<file path="config.mk">
export PLATFORM = sky130hd
export DESIGN_NAME = pwm_trip_top
export DESIGN_NICKNAME = d
export VERILOG_FILES = /design/src/rtl/pwm_trip_pkg.sv /design/src/rtl/pwm_timebase.sv /design/src/rtl/pwm_trip_sync.sv /design/src/rtl/pwm_blank_win.sv /design/src/rtl/pwm_trip_out.sv /design/src/rtl/pwm_trip_top.sv
export SDC_FILE = /design/constraint.sdc
export NUM_CORES = 1
export LEC_CHECK = 0
export BUFFER_PORTS_ARGS = -buffer_cell sky130_fd_sc_hd__buf_4
export CAP_MARGIN = 20
export CORE_UTILIZATION = 53
export CTS_CLUSTER_DIAMETER = 60
export CTS_CLUSTER_SIZE = 8
export DETAILED_ROUTE_END_ITERATION = 12
export PLACE_DENSITY = 0.77
export SYNTH_ARGS = -nofsm -noshare
export SYNTH_HDL_FRONTEND = slang
export SYNTH_SLANG_ARGS = --single-unit
</file>
<file path="constraint.sdc">
create_clock -name clk -period 3.9 [get_ports clk]
set_input_delay 0.78 -clock clk [delete_from_list [all_inputs] [get_ports clk]]
set_output_delay 0.78 -clock clk [all_outputs]
set_load 0.005 [all_outputs]
</file>
<file path="src/rtl/pwm_trip_pkg.sv">
package pwm_trip_pkg;

  localparam int CNT_W_DEF   = 16;
  localparam int PER_DEF     = 500;
  localparam int CMP_DEF     = 250;
  localparam int BLK_OFS_DEF = 0;
  localparam int BLK_WID_DEF = 30;
  localparam int SYNC_DEF    = 2;

  // Edge action that the compare logic requests for the output.
  typedef enum logic [1:0] {
    ACT_HOLD = 2'd0,
    ACT_SET  = 2'd1,
    ACT_CLR  = 2'd2
  } edge_act_e;

endpackage

</file>
<file path="src/rtl/pwm_timebase.sv">
module pwm_timebase #(
  parameter int CNT_W   = 16,
  parameter int PER_DEF = 500,
  parameter int CMP_DEF = 250,
  parameter int OFS_DEF = 0,
  parameter int WID_DEF = 30
) (
  input  logic             clk,
  input  logic             rst,
  input  logic [CNT_W-1:0] period_i,
  input  logic [CNT_W-1:0] cmp_i,
  input  logic [CNT_W-1:0] ofs_i,
  input  logic [CNT_W-1:0] wid_i,
  output logic [CNT_W-1:0] cnt_o,
  output logic             at_zero_o,
  output logic [CNT_W-1:0] act_per_o,
  output logic [CNT_W-1:0] act_cmp_o,
  output logic [CNT_W-1:0] act_ofs_o,
  output logic [CNT_W-1:0] act_wid_o
);

  localparam logic [CNT_W-1:0] PER_RST = CNT_W'(PER_DEF);
  localparam logic [CNT_W-1:0] CMP_RST = CNT_W'(CMP_DEF);
  localparam logic [CNT_W-1:0] OFS_RST = CNT_W'(OFS_DEF);
  localparam logic [CNT_W-1:0] WID_RST = CNT_W'(WID_DEF);

  logic [CNT_W-1:0] cnt_q;
  logic [CNT_W-1:0] per_q, cmp_q, ofs_q, wid_q;
  logic             wrap;

  assign wrap = (cnt_q >= per_q);

  always_ff @(posedge clk) begin
    if (rst) begin
      cnt_q <= '0;
      per_q <= PER_RST;
      cmp_q <= CMP_RST;
      ofs_q <= OFS_RST;
      wid_q <= WID_RST;
    end else if (wrap) begin
      // Shadow transfer happens only at the period boundary.
      cnt_q <= '0;
      per_q <= period_i;
      cmp_q <= cmp_i;
      ofs_q <= ofs_i;
      wid_q <= wid_i;
    end else begin
      cnt_q <= cnt_q + 1'b1;
    end
  end

  assign cnt_o     = cnt_q;
  assign at_zero_o = (cnt_q == '0);
  assign act_per_o = per_q;
  assign act_cmp_o = cmp_q;
  assign act_ofs_o = ofs_q;
  assign act_wid_o = wid_q;

  AST_COUNT_STEP: assert property (@(posedge clk) disable iff (rst)
    (cnt_q != '0) |-> (cnt_q == CNT_W'($past(cnt_q) + 1'b1)));

  AST_SHADOW_HOLD: assert property (@(posedge clk) disable iff (rst)
    (cnt_q != '0) |-> ($stable(per_q) && $stable(cmp_q) && $stable(ofs_q) && $stable(wid_q)));

endmodule

</file>
<file path="src/rtl/pwm_trip_sync.sv">
module pwm_trip_sync #(
  parameter int STAGES = 2
) (
  input  logic clk,
  input  logic rst,
  input  logic async_i,
  output logic sync_o
);

  logic [STAGES-1:0] sr_q;

  generate
    if (STAGES == 1) begin : g_one
      always_ff @(posedge clk) begin
        if (rst) sr_q <= '0;
        else     sr_q <= async_i;
      end
    end else begin : g_chain
      always_ff @(posedge clk) begin
        if (rst) sr_q <= '0;
        else     sr_q <= {sr_q[STAGES-2:0], async_i};
      end
    end
  endgenerate

  assign sync_o = sr_q[STAGES-1];

endmodule

</file>
<file path="src/rtl/pwm_blank_win.sv">
module pwm_blank_win #(
  parameter int CNT_W = 16
) (
  input  logic [CNT_W-1:0] cnt_i,
  input  logic [CNT_W-1:0] ofs_i,
  input  logic [CNT_W-1:0] wid_i,
  output logic             blank_o
);

  localparam int EW = CNT_W + 1;

  logic [EW-1:0] lo_e, hi_e, cnt_e;

  always_comb begin
    cnt_e   = {1'b0, cnt_i};
    lo_e    = {1'b0, ofs_i};
    hi_e    = {1'b0, ofs_i} + {1'b0, wid_i};
    blank_o = (cnt_e >= lo_e) && (cnt_e < hi_e);
  end

endmodule

</file>
<file path="src/rtl/pwm_trip_out.sv">
module pwm_trip_out
  import pwm_trip_pkg::*;
#(
  parameter int CNT_W = 16
) (
  input  logic             clk,
  input  logic             rst,
  input  logic [CNT_W-1:0] cnt_i,
  input  logic             at_zero_i,
  input  logic [CNT_W-1:0] act_per_i,
  input  logic [CNT_W-1:0] act_cmp_i,
  input  logic             blank_i,
  input  logic             trip_s_i,
  input  logic             trip_en_i,
  output logic             pwm_o,
  output logic             latch_o,
  output logic             strobe_o
);

  logic      pwm_q, latch_q, strobe_q;
  logic      qual_trip, latch_d, pwm_d, cmp_hit;
  edge_act_e act;

  always_comb begin
    qual_trip = trip_en_i && trip_s_i && !blank_i;
    // Set beats clear: a trip at count zero re-arms the latch at once.
    latch_d   = qual_trip || (latch_q && !at_zero_i);
    cmp_hit   = (cnt_i == act_cmp_i) && (act_cmp_i < act_per_i);
    if (cmp_hit)        act = ACT_CLR;
    else if (at_zero_i) act = ACT_SET;
    else                act = ACT_HOLD;
    if (latch_d) pwm_d = 1'b0;
    else begin
      case (act)
        ACT_SET: pwm_d = 1'b1;
        ACT_CLR: pwm_d = 1'b0;
        default: pwm_d = pwm_q;
      endcase
    end
  end

  always_ff @(posedge clk) begin
    if (rst) begin
      pwm_q    <= 1'b0;
      latch_q  <= 1'b0;
      strobe_q <= 1'b0;
    end else begin
      pwm_q    <= pwm_d;
      latch_q  <= latch_d;
      strobe_q <= at_zero_i;
    end
  end

  assign pwm_o    = pwm_q;
  assign latch_o  = latch_q;
  assign strobe_o = strobe_q;

  AST_TRIP_FORCES_LOW: assert property (@(posedge clk) disable iff (rst)
    latch_q |-> !pwm_q);

  AST_LATCH_HOLDS: assert property (@(posedge clk) disable iff (rst)
    (latch_q && !at_zero_i) |=> latch_q);

  AST_RISE_AT_START: assert property (@(posedge clk) disable iff (rst)
    $rose(pwm_q) |-> strobe_q);

  AST_SET_NEEDS_QUAL: assert property (@(posedge clk) disable iff (rst)
    $rose(latch_q) |-> $past(trip_en_i && trip_s_i && !blank_i));

endmodule

</file>
<file path="src/rtl/pwm_trip_top.sv">
module pwm_trip_top
  import pwm_trip_pkg::*;
#(
  parameter int CNT_W   = CNT_W_DEF,
  parameter int PER_INI = PER_DEF,
  parameter int CMP_INI = CMP_DEF,
  parameter int OFS_INI = BLK_OFS_DEF,
  parameter int WID_INI = BLK_WID_DEF,
  parameter int SYNC_N  = SYNC_DEF
) (
  input  logic             clk,
  input  logic             rst,
  input  logic [CNT_W-1:0] period_i,
  input  logic [CNT_W-1:0] cmp_i,
  input  logic [CNT_W-1:0] blank_ofs_i,
  input  logic [CNT_W-1:0] blank_wid_i,
  input  logic             trip_i,
  input  logic             trip_en_i,
  output logic             pwm_o,
  output logic             trip_latched_o,
  output logic             prd_start_o
);

  logic [CNT_W-1:0] cnt, act_per, act_cmp, act_ofs, act_wid;
  logic             at_zero, trip_s, blank;

  pwm_timebase #(
    .CNT_W(CNT_W), .PER_DEF(PER_INI), .CMP_DEF(CMP_INI),
    .OFS_DEF(OFS_INI), .WID_DEF(WID_INI)
  ) u_tb (
    .clk(clk), .rst(rst),
    .period_i(period_i), .cmp_i(cmp_i), .ofs_i(blank_ofs_i), .wid_i(blank_wid_i),
    .cnt_o(cnt), .at_zero_o(at_zero),
    .act_per_o(act_per), .act_cmp_o(act_cmp), .act_ofs_o(act_ofs), .act_wid_o(act_wid)
  );

  pwm_trip_sync #(.STAGES(SYNC_N)) u_sync (
    .clk(clk), .rst(rst), .async_i(trip_i), .sync_o(trip_s)
  );

  pwm_blank_win #(.CNT_W(CNT_W)) u_blank (
    .cnt_i(cnt), .ofs_i(act_ofs), .wid_i(act_wid), .blank_o(blank)
  );

  pwm_trip_out #(.CNT_W(CNT_W)) u_out (
    .clk(clk), .rst(rst),
    .cnt_i(cnt), .at_zero_i(at_zero), .act_per_i(act_per), .act_cmp_i(act_cmp),
    .blank_i(blank), .trip_s_i(trip_s), .trip_en_i(trip_en_i),
    .pwm_o(pwm_o), .latch_o(trip_latched_o), .strobe_o(prd_start_o)
  );

  AST_NO_TRIP_WHEN_OFF: assert property (@(posedge clk) disable iff (rst)
    (!trip_en_i && !trip_latched_o) |=> !trip_latched_o);

endmodule

</file>
==> flow_summary.json, run 1 <==
{
  "layout.nets": 823,
  "yosys.area.top_type": "dfxtp_1",
  "hold_viol": 0,
  "hold_class": "flop to flop",
  "drtIter0Drc": 118,
  "hold_ws_ns": 0.4420,
  "p_comb_share_pct": 6.6,
  "wl_per_cell_um": 15.88,
  "p_total_w": 0.001733,
  "sequentialPowerShare_pct": 50.9,
  "syn_area_per_cell_um2": 8.992,
  "p_sw_w": 0.0003741,
  "clkTransAtPathRegs_ns": 0.08,
  "start_kind": "flop",
  "maxCapViolations": 0,
  "core_mm2": 0.009819,
  "io_buffers": 70,
  "clockRootBuffer": "clkbuf_8",
  "endpoint_kind": "flop",
  "synth_top_area_share_pct": 31.49,
  "setup_violations": 0,
  "synth_seq_area_share_pct": 31.49,
  "power_density_mw_per_mm2": 268.6,
  "synth_warnings": 0,
  "synthArstFlopShare_pct": 0,
  "num_vias": 4511,
  "rsz0062_at_grt": "yes",
  "insertion_delay_ns": 0.36,
  "timing.fmax_ghz": 0.2587,
  "timing.final.ws_setup_ns": 0.03388,
  "die-area_mm2": 0.01060,
  "p_int_w": 0.001359,
  "cts_tree": "built",
  "post-place-ws_ns": -0.1660,
  "fillers": 877,
  "synth-simple-area-share_pct": 16.00,
  "netlist_area_mm2": 0.005404,
  "placed_cells": 792,
  "p_clk_share_pct": 42.5,
  "final-seq-area_mm2": 0.001704,
  "dp_hpwl_um": 9513,
  "cts_made_buffers": 9,
  "synth_xor_area_share_pct": 6.969,
  "synth_top_family_by_area": "adder cells",
  "synth_edf_count": 0,
  "sw_frac_of_total_pct": 21.59,
  "post_dp_cell_area_mm2": 0.006092,
  "grt-ovfl-total": 0,
  "fin_skew_ns": 0.008391,
  "drc_errors": 0,
  "synth.area.top_cells": "dfxtp_1 31%, ha_1 19%, mux2i_1 8.9%, nor2_1 5.5%, xor2_1 4.5%",
  "grt_max_degree": 80,
  "slew_headroom_pct": 28.02,
  "arrival_ns": 4.18,
  "multi_input_area_mm2": 0.003546,
  "tightest_slew_ns": 1.080,
  "drive_above_1_share_pct": 19.17,
  "grt_first_pass_wirelength_um": 20680,
  "synthesis.nets": 750,
  "start_util_pct": 55.03,
  "syn-instance-count": 601,
  "die_h_um": 103.0,
  "power.leakage_nw": 2.827,
  "area_growth_syn_to_layout_pct": 19.40,
  "antenna_found_initial": 0,
  "cts.sinks": 85,
  "clock_path_buffers": 2,
  "synth.distinct_cells": 44,
  "critPathKind": "flop to flop",
  "grtUsageTotal_pct": 25.34,
  "yosys_register_bits": 85,
  "viasPerCell": 5.562,
  "status": "completed",
  "ant_nets": 0,
  "htree_levels": 3,
  "min_period_ns": 3.866,
  "synth_compound_area_share_pct": 12.80,
  "fp-row-count": 36,
  "holdBufCountCts": 0,
  "io_pins": 71,
  "first_pass_iters": 4,
  "synth_flop_cell": "dfxtp_1",
  "grt_pass1_vias": 4363,
  "gp_congestion": 0.8681,
  "die_w_um": 103.0,
  "wl_um": 12880,
  "muxShareOfSynthArea_pct": 8.891,
  "diodes": 0,
  "path_max_fanout": 3,
  "final-max-slew-violation-count": 0,
  "crit_required_ns": 4.21,
  "design_area_mm2": 0.006452,
  "post-route-period-util_pct": 99.13,
  "final_cell_count_no_fill": 811,
  "synthAdderAreaFrac_pct": 18.89,
  "ir_drop_v": 0.0001591
}
-- per-stage QoR --
step / setup TNS, ns / util [%]
finish: 0 / 65.71
global route: -0.3690 / 65.71
CTS: 0 / 64.84
detailed placement: -0.2717 / 62.04
global placement: -0.02693 / 62.04
floorplan: 0 / -
-- sequential cells by signal, indices dropped and copies added (netlist names) --
register	cells
u_tb.act_wid_o	16
u_out.latch_o	1
u_sync.sr_q	2
u_tb.cnt_o	16
u_tb.act_ofs_o	16
u_out.pwm_o	1
u_tb.act_per_o	16
u_out.strobe_o	1
u_tb.act_cmp_o	16
-- critical path, cell delays in order (launching register included) --
cell,delay (ns)
dfxtp_2,0.34
ha_4,0.16
fa_2,0.37
a211oi_2,0.24
o21ai_1,0.12
a31oi_1,0.21
buf_4,0.17
o21bai_4,0.07
a31o_2,0.21
a21oi_2,0.13
xor2_1,0.18
ha_1,0.29
a21o_1,0.20
a21oi_2,0.13
o311ai_2,0.11
a31oi_1,0.20
a2111oi_2,0.10
a222oi_1,0.39
o211a_1,0.20
-- routing by layer --
layer	share of wire (%)	track usage (%)	up-vias
li1	-	-	2266
met1	46	33.10	2145
met2	48	41.74	81
met3	4.2	4.814	19
met4	1.6	9.101	0
met5	0	0	-
-- cell type report --
| class | count | share of cell area (%) |
|---|---|---|
| inverter | 40 | 2.327 |
| clock inverter | 5 | 1.551 |
| timing repair buffer | 86 | 10.20 |
| clock buffer | 10 | 1.978 |
| sequential | 85 | 26.41 |
| tap | 133 | 2.579 |
| multi-input combinational | 452 | 54.95 |
-- cell usage after synthesis (3+ instances only) --
cell type  count
a211o_1        6
a211oi_1       5
a21o_1        18
a21oi_1       38
a31oi_1        6
and3_1         3
and4_1         3
buf_2          7
clkbuf_1      15
dfxtp_1       85
ha_1          80
inv_1         40
mux2i_1       48
nand2_1       12
nand2b_1       5
nand3_1       14
nand4_1       15
nor2_1        79
nor2_4         8
nor2b_1        4
nor3_1        18
nor4_1         7
o21ai_0       16
o21bai_1       4
xnor2_1       15
xor2_1        28
-- final timing paths --
path | start | to | slack [ns] | depth (start not counted)
max reg2reg | u_tb.act_ofs_o[0] | u_out.pwm_o | 0.03 | 18
max | u_tb.act_ofs_o[0] | u_out.pwm_o | 0.03 | 18
min reg2reg | u_sync.sr_q[0] | u_sync.sr_q[1] | 0.44 | 1
min | u_sync.sr_q[0] | u_sync.sr_q[1] | 0.44 | 1
-- power by group through the flow --
stage               Sequential [W]  Clock, W  Combinational (W)
floorplan                 0.000899         0          0.0000518
global placement          0.000903         0           0.000112
global route              0.000884  0.000786           0.000126
CTS                       0.000883  0.000753           0.000115
detailed placement        0.000903         0           0.000114
finish                    0.000883  0.000737           0.000114
-- layout by cell type (no fill, tap or decap), drive strengths merged, types with 2 or more instances in the layout --
cell	netlist	final
nor2	89	89
buf	9	86
dfxtp	85	85
ha	80	80
mux2i	48	48
inv	40	40
a21oi	38	38
xor2	28	28
a21o	18	18
nor3	18	18
o21ai	16	16
nand4	15	15
xnor2	15	15
nand3	14	14
nand2	12	12
clkbuf	15	10
nor4	7	7
a211o	6	6
a31oi	6	6
a211oi	6	6
nand2b	5	5
nor2b	4	4
o21bai	4	4
and4	3	3
and3	3	3
bufinv	0	3
o2111ai	2	2
a31o	2	2
clkinv	0	2
o311ai	2	2
-- kinds of logic (layout without fill, tap and decap cells) --
family,Yosys count,after routing
and+or+nand+nor,173,173
AOI/OAI and AO/OA,107,107
DFF,85,85
adders and majority gates,81,81
buffers and inverters,64,141
muxes,48,48
xor gates and xnor gates,43,43
-- repair_timing --
action	in CTS	in global routing
endpoints found under the setup margin	2	2
pin swaps	7	15
gates resized for setup	11	14
buffers inserted	2	2
Note: power is estimated with default switching activity, not from simulation.
==> run 2: changes to the inputs <==
--- a/config.mk
+++ b/config.mk
@@ -5,8 +5,10 @@
 export SDC_FILE = /design/constraint.sdc
 export NUM_CORES = 1
 export LEC_CHECK = 0
+export ABC_CLOCK_PERIOD_IN_PS = 3900
 export BUFFER_PORTS_ARGS = -buffer_cell sky130_fd_sc_hd__buf_4
 export CAP_MARGIN = 20
+export CORE_MARGIN = 2
 export CORE_UTILIZATION = 53
 export CTS_CLUSTER_DIAMETER = 60
 export CTS_CLUSTER_SIZE = 8
==> run 2 against run 1 <==
Utilization down 1.3 points. Non-clock buffer count down 5. Combinational power about the same. Sequential share of layout area up 0.51 points. Clock skew up 0.0012 ns. Largest cell class unchanged. Highest routed layer unchanged.
==> flow_summary.json, run 2 (same netlist as run 1, synthesis figures left out) <==
{
  "fin_skew_ns": 0.009626,
  "endpoint_kind": "flop",
  "drive_above_1_share_pct": 17.41,
  "setup_tns_ns": 0,
  "grtUsageTotal_pct": 23.21,
  "min_period_ns": 3.846,
  "maxCapViolations": 0,
  "dp_hpwl_um": 9671,
  "crit_required_ns": 4.21,
  "tightest_slew_ns": 1.083,
  "fillers": 871,
  "power.leakage_nw": 2.771,
  "num_vias": 4454,
  "timing.final.ws_setup_ns": 0.05397,
  "power_density_mw_per_mm2": 254.9,
  "die_h_um": 105.0,
  "final-max-slew-violation-count": 0,
  "post-route-period-util_pct": 98.62,
  "clkTransAtPathRegs_ns": 0.08,
  "slew_headroom_pct": 27.80,
  "gp_congestion": 0.9282,
  "antenna_found_initial": 0,
  "drc_errors": 0,
  "grt_first_pass_wirelength_um": 20730,
  "ir_drop_v": 0.0001595,
  "area_growth_syn_to_layout_pct": 17.04,
  "status": "completed",
  "final_cell_mix": "84 x dfxtp_1, 80 x buf_4, 79 x nor2_1, 79 x ha_1, 48 x mux2i_1",
  "timing.fmax_ghz": 0.2600,
  "fp-row-count": 36,
  "critPathKind": "flop to flop",
  "core_mm2": 0.009819,
  "diodes": 0,
  "wl_um": 12680,
  "die_w_um": 105.0,
  "htree_levels": 3,
  "clockRootBuffer": "clkbuf_8",
  "io_buffers": 70,
  "start_util_pct": 55.03,
  "rsz0062_at_grt": "yes",
  "grt-ovfl-total": 0,
  "grt_pass1_vias": 4357,
  "grt_max_degree": 65,
  "drtIter0Drc": 196,
  "die-area_mm2": 0.01102,
  "hold_class": "flop to flop",
  "layout.nets": 818,
  "wl_per_cell_um": 15.75,
  "p_total_w": 0.001612,
  "clock_path_buffers": 2,
  "io_pins": 71,
  "mostFrequentLayoutCell": "dfxtp_1",
  "insertion_delay_ns": 0.36,
  "setup_violations": 0,
  "viasPerCell": 5.533,
  "cts_made_buffers": 9,
  "start_kind": "flop",
  "ant_nets": 0,
  "path_max_fanout": 3,
  "cts.sinks": 85,
  "arrival_ns": 4.16,
  "fin_util_pct": 64.41,
  "first_pass_iters": 5,
  "cts_tree": "built",
  "hold_viol": 0,
  "post-place-ws_ns": -0.05924
}
-- run 2: layer usage --
metal	wire length, um	vias to the layer above	share of wire, %	global-route usage, %
li1	-	2265	-	-
met1	5982	2084	47	30.62
met2	5952	91	47	38.31
met3	551	14	4.3	3.993
met4	191	0	1.5	7.905
met5	0	-	0	0
-- run 2: report_power, final --
group | internal, W | switching (W) | leakage (nW) | total [W]
Clock | 0.000307 | 0.000309 | 0.0923 | 0.000616
Sequential | 0.000873 | 0.00000980 | 0.687 | 0.000883
Combinational | 0.0000656 | 0.0000476 | 1.99 | 0.000113
Total | 0.00125 | 0.000367 | 2.77 | 0.00161
-- run 2: worst max-delay path: stages (launching register included) --
cell and delay, ns:
dfxtp_2 0.34, ha_4 0.16, fa_2 0.37, a211oi_2 0.26
o21ai_1 0.10, a31oi_1 0.15, buf_4 0.16, o21bai_4 0.06
a31o_2 0.24, a21oi_2 0.13, xor2_1 0.20, ha_1 0.30
a21o_1 0.20, a21oi_2 0.13, o311ai_2 0.11, a31oi_1 0.21
a2111oi_2 0.10, a222oi_1 0.39, o211a_1 0.20
-- run 2: layout make-up --
class | instances | area [um2] | area share [%]
inverter | 40 | 150.1 | 2.374
timing repair buffer | 81 | 620.6 | 9.812
clock buffer | 12 | 145.1 | 2.295
clock inverter | 2 | 35.03 | 0.5539
tap | 133 | 166.4 | 2.631
multi-input combinational | 452 | 3505 | 55.41
sequential | 85 | 1703 | 26.92
-- run 2: per-stage QoR --
stage          std cells  hold slack, ns  area, um2
2_1_floorplan        601          0.4138       5404
3_3_place_gp         789          0.4289       6070
3_5_place_dp         789          0.4316       6070
4_1_cts              803          0.4501       6259
5_1_grt              805          0.4735       6325
6_report             805          0.4451       6325
-- run 2: worst paths after layout --
check / end / cells past startpoint / slack, ns / from
worst max-delay path: u_out.pwm_o / 18 / 0.05 / u_tb.act_wid_o[0]
worst min-delay path: u_sync.sr_q[1] / 1 / 0.45 / u_sync.sr_q[0]
worst max register to register: u_out.pwm_o / 18 / 0.05 / u_tb.act_wid_o[0]
worst min register to register: u_sync.sr_q[1] / 1 / 0.45 / u_sync.sr_q[0]
-- run 2: timing repair --
action / in CTS / in global routing
buffers inserted: 0 / 2
endpoints found under the hold margin: 0 / 0
endpoints found under the setup margin: 2 / 2
gates resized for setup: 4 / 11
pin swaps: 3 / 14
hold buffers: 0 / 0
